[config.mk]
export PLATFORM = sky130hd
export DESIGN_NAME = sprint_governor
export DESIGN_NICKNAME = d
export VERILOG_FILES = /design/src/rtl/sprint_governor.sv
export SDC_FILE = /design/constraint.sdc
export NUM_CORES = 1
export LEC_CHECK = 0
export BUFFER_PORTS_ARGS = -buffer_cell sky130_fd_sc_hd__buf_2
export CAP_MARGIN = 20
export CORE_UTILIZATION = 35
export CTS_BUF_LIST = sky130_fd_sc_hd__clkbuf_2
export CTS_CLUSTER_DIAMETER = 150
export DETAILED_ROUTE_END_ITERATION = 6
export HOLD_SLACK_MARGIN = 0.12
export PLACE_DENSITY = 0.53
export SYNTH_ARGS = -nofsm -noshare
export SYNTH_HDL_FRONTEND = slang
export SYNTH_SLANG_ARGS = --single-unit
[constraint.sdc]
create_clock -name clk -period 17.96 [get_ports clk]
set_input_delay 3.592 -clock clk [delete_from_list [all_inputs] [get_ports clk]]
set_output_delay 3.592 -clock clk [all_outputs]
set_load 0.05 [all_outputs]
[src/rtl/sprint_governor.sv]
module sprint_governor #(
  parameter int NCORES = 16,
  parameter int ACTW   = 8,
  parameter int EW     = 32,
  parameter int CW     = 24
) (
  input  logic                    clk,
  input  logic                    rst_n,
  input  logic                    work_avail,
  input  logic [NCORES*ACTW-1:0]  act_cnt,
  input  logic                    rt_ack,
  input  logic [EW-1:0]           cfg_budget,
  input  logic [EW-1:0]           cfg_margin,
  input  logic [EW-1:0]           cfg_drain,
  input  logic [CW-1:0]           cfg_step,
  input  logic [CW-1:0]           cfg_timeout,
  input  logic [CW-1:0]           cfg_cool,
  output logic [NCORES-1:0]       core_en,
  output logic                    freq_hi,
  output logic                    migrate_req,
  output logic [2:0]              state_o,
  output logic                    over_budget,
  output logic [EW-1:0]           heat_o
);
  localparam int NW = $clog2(NCORES + 1);
  localparam int SW = ACTW + NW;

  typedef enum logic [2:0] {
    S_IDLE = 3'd0, S_RAMP = 3'd1, S_SPRINT = 3'd2,
    S_WARN = 3'd3, S_THROT = 3'd4, S_COOL = 3'd5
  } st_t;

  st_t           st;
  logic [NW-1:0] ncores;
  logic [CW-1:0] tmr;
  logic [EW-1:0] heat;
  logic [SW-1:0] inc;
  logic [EW:0]   sum_ext;
  logic [EW-1:0] thresh;
  logic [CW:0]   tmr_nx;
  logic          near, hit_step, hit_tmo, hit_cool;

  for (genvar g = 0; g < NCORES; g++) begin : g_en
    assign core_en[g] = (32'(ncores) > g);
  end

  always_comb begin
    inc = '0;
    for (int i = 0; i < NCORES; i++)
      if (core_en[i]) inc = inc + SW'(act_cnt[i*ACTW +: ACTW]);
  end

  assign sum_ext  = {1'b0, heat} + (EW+1)'(inc);
  assign thresh   = (cfg_margin > cfg_budget) ? '0 : cfg_budget - cfg_margin;
  assign near     = heat >= thresh;
  assign tmr_nx   = {1'b0, tmr} + (CW+1)'(1);
  assign hit_step = tmr_nx >= {1'b0, cfg_step};
  assign hit_tmo  = tmr_nx >= {1'b0, cfg_timeout};
  assign hit_cool = tmr_nx >= {1'b0, cfg_cool};

  always_ff @(posedge clk or negedge rst_n) begin
    if (!rst_n) begin
      st     <= S_IDLE;
      ncores <= NW'(1);
      tmr    <= '0;
    end else begin
      unique case (st)
        S_IDLE: if (work_avail) begin
          st  <= S_RAMP;
          tmr <= '0;
        end
        S_RAMP, S_SPRINT: begin
          if (!work_avail) begin
            st     <= S_COOL;
            tmr    <= '0;
            ncores <= NW'(1);
          end else if (near) begin
            st  <= S_WARN;
            tmr <= '0;
          end else if (st == S_RAMP) begin
            if (hit_step) begin
              tmr    <= '0;
              ncores <= ncores + NW'(1);
              if (ncores == NW'(NCORES - 1)) st <= S_SPRINT;
            end else begin
              tmr <= tmr_nx[CW-1:0];
            end
          end
        end
        S_WARN: begin
          if (rt_ack) begin
            st     <= S_COOL;
            tmr    <= '0;
            ncores <= NW'(1);
          end else if (hit_tmo) begin
            st  <= S_THROT;
            tmr <= '0;
          end else begin
            tmr <= tmr_nx[CW-1:0];
          end
        end
        S_THROT: if (rt_ack) begin
          st     <= S_COOL;
          tmr    <= '0;
          ncores <= NW'(1);
        end
        S_COOL: begin
          if (hit_cool) begin
            st  <= S_IDLE;
            tmr <= '0;
          end else begin
            tmr <= tmr_nx[CW-1:0];
          end
        end
        default: st <= S_IDLE;
      endcase
    end
  end

  always_ff @(posedge clk or negedge rst_n) begin
    if (!rst_n)
      heat <= '0;
    else if (st == S_RAMP || st == S_SPRINT || st == S_WARN || st == S_THROT)
      heat <= sum_ext[EW] ? '1 : sum_ext[EW-1:0];
    else if (st == S_COOL)
      heat <= (heat > cfg_drain) ? heat - cfg_drain : '0;
  end

  assign freq_hi     = (st == S_RAMP) || (st == S_SPRINT) || (st == S_WARN);
  assign migrate_req = (st == S_WARN) || (st == S_THROT);
  assign state_o     = st;
  assign over_budget = heat >= cfg_budget;
  assign heat_o      = heat;
endmodule

==> metrics.cfg, run 1 <==
[worst_setup_path]
required_ps=18470
cp-start-kind=input pin
critPathMostFrequentCell=ha_4
crit_buf_inv=6
worstPathArrival_ps=18690
r2r-end=heat_o[30]
endpoint_kind=flop
rr_worst_depth=85
critPathTopFamily=adder cells
worstPathMaxFanout=4
reg2reg_from=ncores[1]
r2r_slack_ps=1200
slowest_stage=fa_2
slowest_delay_ps=520
crit_type=in2reg

[clock_tree]
cts_hold_buf=0
ctsLongestPathBuffers=2
htreeDepth=3
cts_tree=yes
root_buffer=clkbuf_2
cts.reportedPaths.clkPinSlew_ps=250
cts_buffers=9
worstSkewPairLatency_ps=640
clock_sinks=64

[job]
cap_viol_max_count=0

[sta]
final-setup-viol-count=31
clock-skew-final_ps=53.8
post-route-period-util_pct=101
drv_slew=0
finalHoldViolCount=0
rsz0062_at_grt=true
max_freq_mhz=55.0
period_needed_ps=18170
setup_ws_ps=-215
tightest_slew_ps=1050
maxSlewHeadroom_pct=29.9

[synthesis]
yosys_warnings=0
synth.net_count=3152
synthCells=2491
async_flop_share_pct=100
ys_seq_area_share_pct=8.59
synth-seq-cells=64
synthesis.area_um2=18700
synth.avg_cell_area_um2=7.49
synth_edf_count=0
synth_ff_type=dfrtp_1
ys_types=105

[place]
port_buffers=353
place_inst=3721
dpl.hpwl_mm=49.2
dp_slack_ps=-1380
place.gp.congestion=0.897

[route]
wl_per_cell_um=15.6
via_per_inst=5.15
first_iter_violations=803
dr_total_vias=19800
drt_first_pass_iters=5
wl_mm=60.2
drc=0
antenna_left=0

[floorplan]
dieArea_um2=54300
num_rows=84
die_x_um=233
die_h_um=233
io_pins=354
start_util_pct=35.5
design.core.area_um2=52700

[global_routing]
met3_usage_pct=1.61
grt_util_met2_pct=39.6
grt_pass1_wl_mm=96.2
grt_use_met1_pct=27.5
grt-ovfl-total=0
grt_pass1_vias=19800
grt_max_degree=65
busiest_layer=met2
antenna_found_initial=6
grt_usage_pct=21.5

[run_status]
violations=negative setup slack
status=finished with violations

[cells_and_area]
drive_gt1_share_pct=32.9
area_growth_pct=35.8
fin_nets=3816
final_cells=3851

[hold_path]
min_path_type=reg2reg
hold_path_end=tmr[22]
hold_depth=2
min_from=tmr[22]

## metal layers
metal / vias up / wire, µm
met5: - / 17
met4: 2 / 677
met3: 34 / 1790
met2: 325 / 29800
met1: 9240 / 27900
li1: 10200 / -
## synth_stat cells, types with 36 or more instances
master | number | share of area, %
a21o_1 | 105 | 4.2
o21ai_0 | 164 | 4.4
nor3_1 | 36 | 0.97
inv_1 | 322 | 6.5
nor2_1 | 154 | 3.1
ha_1 | 343 | 23
o21bai_1 | 36 | 1.4
mux2_2 | 44 | 2.7
o21a_1 | 60 | 2.4
xnor2_1 | 120 | 5.6
nand3_1 | 45 | 1.2
nand2_1 | 179 | 3.6
nor2b_1 | 60 | 2.0
dfrtp_1 | 63 | 8.4
xor2_1 | 43 | 2.0
a21oi_1 | 207 | 5.5
nand4_1 | 39 | 1.3
## worst min-delay path: cells and delay by family (launching register included)
kind	cells	cell delay [ps]
DFF	1	450
AOI/OAI and AO/OA	1	60
and+or+nand+nor	1	60
## how the worst max path moves through the flow
stage / start / to / slack, ps / cells past startpoint
final: act_cnt[0] / heat_o[30] / -210 / 85
after CTS: act_cnt[0] / heat_o[27] / 9 / 87
after global placement: act_cnt[0] / heat_o[29] / -1000 / 78
after global routing: act_cnt[1] / heat_o[30] / -1080 / 90
after floorplan: act_cnt[0] / heat_o[29] / -560 / 79
after detailed placement: act_cnt[0] / heat_o[30] / -1380 / 83
## what timing repair did
item	CTS	global route
pin swaps	52	68
resized for setup	111	131
setup buffers	81	27
setup endpoints to repair	32	32
cloned	0	1
## sequential cells by signal, indices dropped and copies added (netlist names)
signal and cells:
heat_o 32, ncores 5, state_o 3, tmr 24
## cells in the final DEF (no fill, tap or decap), types with 12 or more instances in the layout
cell type  Yosys  layout
xor2_1        43      41
o21bai_1      36      34
buf_6          3      13
xnor2_2        3      12
dfrtp_1       63      63
a211oi_1      22      13
inv_1        322     319
mux2_2        44      37
nor2_1       154     143
o21ai_2        4      25
a21oi_2        2      42
fa_1          18      14
nand2_1      179     178
o31ai_1       33      24
o21a_1        60      60
nand4_1       39      39
and3_1        19      19
nand2b_1      34      34
a21oi_1      207     162
a21o_1       105     105
nand3_1       45      43
o21ai_1        7      36
xnor2_1      120     111
a31oi_1       19      16
o211ai_1      19      19
mux2i_1       23      20
nor2b_1       60      50
buf_2          0     352
ha_4           0      46
buf_4          7     333
o21ai_0      164     111
nor3_1        36      32
ha_1         343     297
## through the flow
step	cell area, µm²	util (%)	TNS (ps)	hold WS, ps
after floorplan	19100	-	-13980	490
after global placement	23200	44.1	-28930	522
after detailed placement	23200	44.1	-40530	530
after CTS	24500	46.5	0	582
after global routing	25300	48.1	-31560	605
final	25400	48.1	-4130	576
## cells by family after synthesis
family | after synthesis | synth area share [%]
flip-flops | 64 | 8.59
buffers and inverters | 378 | 8.07
AND/OR/NAND/NOR | 644 | 17.2
adder cells (fa/ha/maj) | 365 | 25.1
multiplexers | 70 | 4.10
XOR/XNOR | 179 | 9.34
AO/OA/AOI/OAI | 791 | 27.5
## layout make-up
class                           count  area [µm²]
Fill cell                        5171       27300
Clock inverter                      7        55.1
Clock buffer                        9        45.0
Tap cell                          688         861
Inverter                          331        1240
Sequential cell                    64        1600
Multi-Input combinational cell   2049       17100
Timing Repair Buffer              700        4450
Antenna cell                        3        7.51
Power of run 1 is not shown: default switching activity piles up to over one toggle a cycle in this logic, so the estimate is an artifact.
==> inputs of run 2 (changes only) <==
ABC_AREA = 1   (was default)
CAP_MARGIN = default   (was 20)
==> run 2 against run 1 <==
  * The flow now finishes without violations
  * Non-clock buffer count is 38 higher
  * Flip-flop and latch count unchanged
  * First-iteration DRC count shrank 8.3%
  * Setup slack better by 250 ps
  * Utilization is 1.2 points higher
  * Routed wire length is 0.64% higher
  * Largest cell class unchanged
  * Highest routed layer unchanged
==> metrics.cfg, run 2 <==
[run_status]
status=complete, no violations  ; was finished with violations

[place]
place.gp.congestion=0.877  ; was 0.897
port_buffers=353  ; unchanged
dpl.hpwl_mm=50.1  ; was 49.2 mm

[synthesis]
synthCells=2957  ; was 2,491
synth_top_cells_by_count=663 x nand2_1, 540 x inv_1, 343 x ha_1  ; was 343 x ha_1, 322 x inv_1, 207 x a21oi_1
yosysTopAreaCellShare_pct=23.2  ; was 23.0%
synth_edf_count=0  ; unchanged
synth_area_leaders=ha_1 23%, nand2_1 13%, inv_1 11%  ; was ha_1 23%, dfrtp_1 8.4%, inv_1 6.5%
yosysMostFrequentCell=nand2_1  ; was ha_1
yosys_warnings=0  ; unchanged
yosysTopAreaCell=ha_1  ; unchanged
ys_types=63  ; was 105
synth-seq-cells=64  ; unchanged
async_flop_share_pct=100  ; unchanged
synth.net_count=3618  ; was 3,152
synthesis.area_um2=18500  ; was 18,700 µm²
ys_seq_area_share_pct=8.67  ; was 8.59%
synth_ff_type=dfrtp_1  ; unchanged
synth.avg_cell_area_um2=6.25  ; was 7.49 µm²

[global_routing]
grt-ovfl-total=0  ; unchanged
antenna_found_initial=11  ; was 6
grt_pass1_wl_mm=95.7  ; was 96.2 mm
grt_pass1_vias=20500  ; was 19,800
grt_usage_pct=21.3  ; was 21.5%
grt_max_degree=65  ; unchanged

[sta]
clock-skew-final_ps=44.4  ; was 53.8 ps
final-setup-viol-count=0  ; was 31
post-route-period-util_pct=99.8  ; was 101%
rsz0062_at_grt=true  ; unchanged
period_needed_ps=17930  ; was 18,170 ps
tightest_slew_ps=1130  ; was 1050 ps
max_freq_mhz=55.8  ; was 55.0 MHz
holdWs_ps=563  ; was 576 ps
drv_slew=0  ; unchanged
finalHoldViolCount=0  ; unchanged
maxSlewHeadroom_pct=24.2  ; was 29.9%

[cells_and_area]
drive_gt1_share_pct=32.3  ; was 32.9%
final_common_cell=nand2_1  ; was buf_2
largest_register_ffs=32  ; unchanged
area_growth_pct=38.1  ; was 35.8%
fin_nets=4337  ; was 3,816
layout_common_cells=635 x nand2_1, 506 x inv_1, 377 x buf_4, 352 x buf_2, 299 x ha_1  ; was 352 x buf_2, 333 x buf_4, 319 x inv_1, 297 x ha_1, 178 x nand2_1

[floorplan]
design.core.area_um2=51700  ; was 52,700 µm²
io_pins=354  ; unchanged
num_rows=83  ; was 84
die_h_um=232  ; was 233 µm
start_util_pct=35.7  ; was 35.5%
dieArea_um2=53700  ; was 54,300 µm²
die_x_um=232  ; was 233 µm

[worst_setup_path]
critPathTopFamily=adder cells  ; unchanged
critPathMostFrequentCell=inv_2  ; was ha_4
slowest_delay_ps=560  ; was 520 ps
worstPathMaxFanout=3  ; was 4
cp-start-kind=input pin  ; unchanged
worstPathArrival_ps=18370  ; was 18,690 ps
required_ps=18400  ; was 18,470 ps
endpoint_kind=flop  ; unchanged
slowest_stage=fa_2  ; unchanged
crit_buf_inv=28  ; was 6
crit_type=in2reg  ; unchanged

[route]
via_per_inst=4.90  ; was 5.15
drt_first_pass_iters=5  ; unchanged
first_iter_violations=736  ; was 803
wl_per_cell_um=13.9  ; was 15.6 µm
antenna_left=0  ; unchanged
drc=0  ; unchanged
wl_mm=60.6  ; was 60.2 mm
dr_total_vias=21400  ; was 19,800

[clock_tree]
ctsLongestPathBuffers=2  ; unchanged
root_buffer=clkbuf_2  ; unchanged
htreeDepth=3  ; unchanged
cts_tree=yes  ; unchanged
cts_buffers=9  ; unchanged
clock_sinks=64  ; unchanged
cts_hold_buf=0  ; unchanged
worstSkewPairLatency_ps=590  ; was 640 ps
cts.reportedPaths.clkPinSlew_ps=230  ; was 250 ps

[hold_path]
min_path_type=reg2reg  ; unchanged

[job]
cap_viol_max_count=0  ; unchanged

==> run 2: kinds of logic after synthesis <==
logic type                 count (synthesis)  synth area share (%)
and+or+nand+nor                         1255                  30.6
AOI/OAI and AO/OA                        575                  17.9
xor gates and xnor gates                 108                  5.12
buffers and inverters                    593                  12.5
adders and majority gates                361                  25.2
muxes                                      1                0.0542
DFF                                       64                  8.67
==> run 2: worst reg2reg max path: cells and delay by family, from the launching register on <==
family,cells,cell delay (ps)
buf+inv,28,2190
flops,1,630
compound gates,21,2900
fa+ha+maj,18,6570
simple gates,36,3630
==> run 2: through the flow <==
step / util [%] / TNS [ps] / setup slack, ps / cells / area (µm²)
4_1_cts: 46.6 / -24.9 / -24.9 / 4325 / 24100
6_report: 49.4 / 0 / 33.7 / 4367 / 25500
2_1_floorplan: - / 0 / 0.266 / 2957 / 18600
5_1_grt: 49.3 / -17560 / -822 / 4365 / 25500
3_3_place_gp: 45.3 / -20940 / -771 / 4280 / 23400
3_5_place_dp: 45.3 / -29420 / -1130 / 4280 / 23400
==> run 2: final cells by class <==
cell class	count	area [µm²]
Fill cell	5304	26200
Multi-Input combinational cell	2300	16100
Timing Repair Buffer	738	4740
Inverter	563	2140
Sequential cell	64	1600
Tap cell	680	851
Clock inverter	7	71.3
Clock buffer	9	45.0
Antenna cell	6	15.0
==> run 2: final timing paths <==
path	start	end	slack, ps	depth (start not counted)
min	tmr[1]	tmr[1]	560	2
max reg2reg	ncores[0]	heat_o[29]	1990	103
max	act_cnt[0]	heat_o[29]	30	101
min in group asynchronous	rst_n	tmr[11]	3180	2
min reg2reg	tmr[1]	tmr[1]	560	2
max in group asynchronous	rst_n	heat_o[23]	14160	2
==> run 2: routing by layer <==
| metal | vias up | global-route usage, % | part of all wire [%] |
|---|---|---|---|
| li1 | 11200 | - | - |
| met1 | 9788 | 26.6 | 45 |
| met2 | 317 | 39.4 | 51 |
| met3 | 38 | 2.41 | 3.6 |
| met4 | 10 | 3.04 | 0.66 |
| met5 | - | 0 | 0.11 |
==> run 2: what timing repair did <==
item,4_1_cts,5_1_grt
gates resized for setup,83,286
buffers inserted,29,33
endpoints found under the setup margin,32,32
cloned,0,3
pin swaps,62,177
Power of run 2 is left out for the same reason.
==> inputs of run 3 (changes only) <==
PLACE_DENSITY = 0.51   (was 0.53)
clock period = 23.1 ns   (was 17.96 ns; I/O delays follow)
==> run 3 against run 2 <==
  * Register-to-register slack improved by 3600 ps
  * Cell area fell by 17%
  * Utilization fell by 8.5 points
  * First-iteration DRC count fell by 1.1%
  * Setup slack improved by 2600 ps
  * Via count fell by 7.5%
  * Clock skew rose by 23 ps
  * Die area did not move
  * Critical path depth rose by 8
  * Routed wire length fell by 8.7%
  * Sequential share of layout area rose by 1.3 points
  * Non-clock buffer count fell by 375
  * Critical path type unchanged
==> metrics.cfg, run 3 (synthesized netlist as in run 2, its figures left out) <==
[global_routing]
grt_usage_pct=20.4  ; was 21.3%
grt_pass1_wl_mm=91.0  ; was 95.7 mm
grt-ovfl-total=0  ; unchanged
grt_pass1_vias=19300  ; was 20,500
grt_max_degree=65  ; unchanged
antenna_found_initial=9  ; was 11

[route]
first_iter_violations=728  ; was 736
wl_mm=55.3  ; was 60.6 mm
dr_total_vias=19800  ; was 21,400
wl_per_cell_um=13.9  ; about the same
met2WireLength_mm=26.6  ; was 30.7 mm
via_per_inst=4.96  ; was 4.90
wl_met1_mm=26.2  ; was 27.2 mm
antenna_left=0  ; unchanged
drc=0  ; unchanged
top_layer_used=met5  ; unchanged
dr_wl_met3_mm=1.86  ; was 2.18 mm
drt_first_pass_iters=5  ; unchanged

[clock_tree]
cts.reportedPaths.clkPinSlew_ps=240  ; was 230 ps
clock_sinks=64  ; unchanged
post_cts_resized=0  ; was 83
ctsLongestPathBuffers=2  ; unchanged
post-cts-setup-buffers=0  ; was 29
root_buffer=clkbuf_2  ; unchanged
cts_hold_buf=0  ; unchanged
cts_tree=yes  ; unchanged
worstSkewPairLatency_ps=580  ; was 590 ps
cts_buffers=9  ; unchanged
htreeDepth=3  ; unchanged

[floorplan]
die_x_um=232  ; unchanged
die_h_um=232  ; unchanged
start_util_pct=35.7  ; unchanged
num_rows=83  ; unchanged
design.core.area_um2=51700  ; unchanged
io_pins=354  ; unchanged
dieArea_um2=53700  ; unchanged

[sta]
max_freq_mhz=48.8
drv_slew=0  ; unchanged
final-setup-viol-count=0  ; unchanged
holdWs_ps=564  ; was 563 ps
period_needed_ps=20480
post-route-period-util_pct=88.7
tightest_slew_ps=1080  ; was 1130 ps
clock-skew-final_ps=67.5  ; was 44.4 ps
rsz0062_at_grt=false  ; was true
finalHoldViolCount=0  ; unchanged
setup_tns_ps=0  ; unchanged
maxSlewHeadroom_pct=27.9  ; was 24.2%

[cells_and_area]
final_common_cell=nand2_1  ; unchanged
design_area_um2=21100  ; was 25,500 µm²
layout_common_cells=663 x nand2_1, 540 x inv_1, 353 x buf_2, 343 x ha_1, 229 x a21oi_1  ; was 635 x nand2_1, 506 x inv_1, 377 x buf_4, 352 x buf_2, 299 x ha_1
final_cells=3989  ; was 4,367
area_growth_pct=14.3  ; was 38.1%
largest_register_ffs=32  ; unchanged
drive_gt1_share_pct=16.2  ; was 32.3%
fin_nets=3962  ; was 4,337

[hold_path]
min_path_type=reg2reg  ; unchanged
hold_path_end=tmr[1]  ; unchanged
hold_depth=2  ; unchanged
min_from=tmr[1]  ; unchanged

[worst_setup_path]
r2r-end=heat_o[31]  ; was heat_o[29]
worstPathMaxFanout=5  ; was 3
endpoint_kind=flop  ; unchanged
rr_worst_depth=110  ; was 103
required_ps=23530  ; was 18,400 ps
worstPathArrival_ps=20910  ; was 18,370 ps
cp-start-kind=input pin  ; unchanged
r2r_slack_ps=5640  ; was 1990 ps
critPathMostFrequentCell=inv_1  ; was inv_2
crit_type=in2reg  ; unchanged
slowest_stage=fa_1  ; was fa_2
slowest_delay_ps=430  ; was 560 ps
reg2reg_from=ncores[0]  ; unchanged

[place]
dpl.hpwl_mm=47.9  ; was 50.1 mm
place.gp.congestion=0.885  ; was 0.877
place_area_um2=21000  ; was 23,400 µm²
place_inst=3970  ; was 4,280
port_buffers=353  ; unchanged

[job]
cap_viol_max_count=0  ; unchanged

[run_status]
status=complete, no violations  ; unchanged

run 3: cell count changes in the layout (fill, tap and decap cells not counted), moves of 21 or more:
cell     previous run  this run
o21ai_0            76       145
ha_4               42         0
nand2_1           635       663
nor2_2             31        10
buf_4             377        10
inv_1             506       540
nor2_1            159       190
ha_1              299       343
nand2_2            49        25
a21oi_2            31         4
inv_2              44        14
a21oi_1           200       229
o21ai_2            67        14
run 3: critical path: cells and delay by family:
family | cells | cell delay (ps)
and+or+nand+nor | 41 | 4610
AOI/OAI and AO/OA | 21 | 3600
adders and majority gates | 17 | 5610
xor gates and xnor gates | 6 | 870
buffers and inverters | 24 | 1540
run 3: worst max path at each step:
stage                     startpoint         end  cells past startpoint
after floorplan           act_cnt[0]  heat_o[31]                     96
after global placement    act_cnt[0]  heat_o[31]                    107
after detailed placement  act_cnt[0]  heat_o[31]                    109
after CTS                 act_cnt[0]  heat_o[31]                    109
after global routing      act_cnt[0]  heat_o[31]                    109
final                     act_cnt[0]  heat_o[31]                    109
run 3: stage by stage:
step	util (%)	worst slack (ps)
2_1_floorplan	-	3780
3_3_place_gp	40.6	2460
3_5_place_dp	40.6	2070
4_1_cts	40.8	2670
5_1_grt	40.9	672
6_report	40.9	2620
run 3: layout make-up:
type                    count  area, µm²
fillers                  5722      30600
multi-input cells        2300      14600
inverters                 563       2130
repair buffers            363       1840
flip-flops and latches     64       1600
well taps                 680        851
clock inverters             6       68.8
clock buffers              10       50.0
diodes                      3       7.51
run 3: metal layers:
metal,vias to the layer above,GRT usage [%]
met5,-,0
met3,45,1.83
li1,10500,-
met4,12,3.13
met2,328,36.9
met1,8924,26.3
Power of run 3 is left out for the same reason.
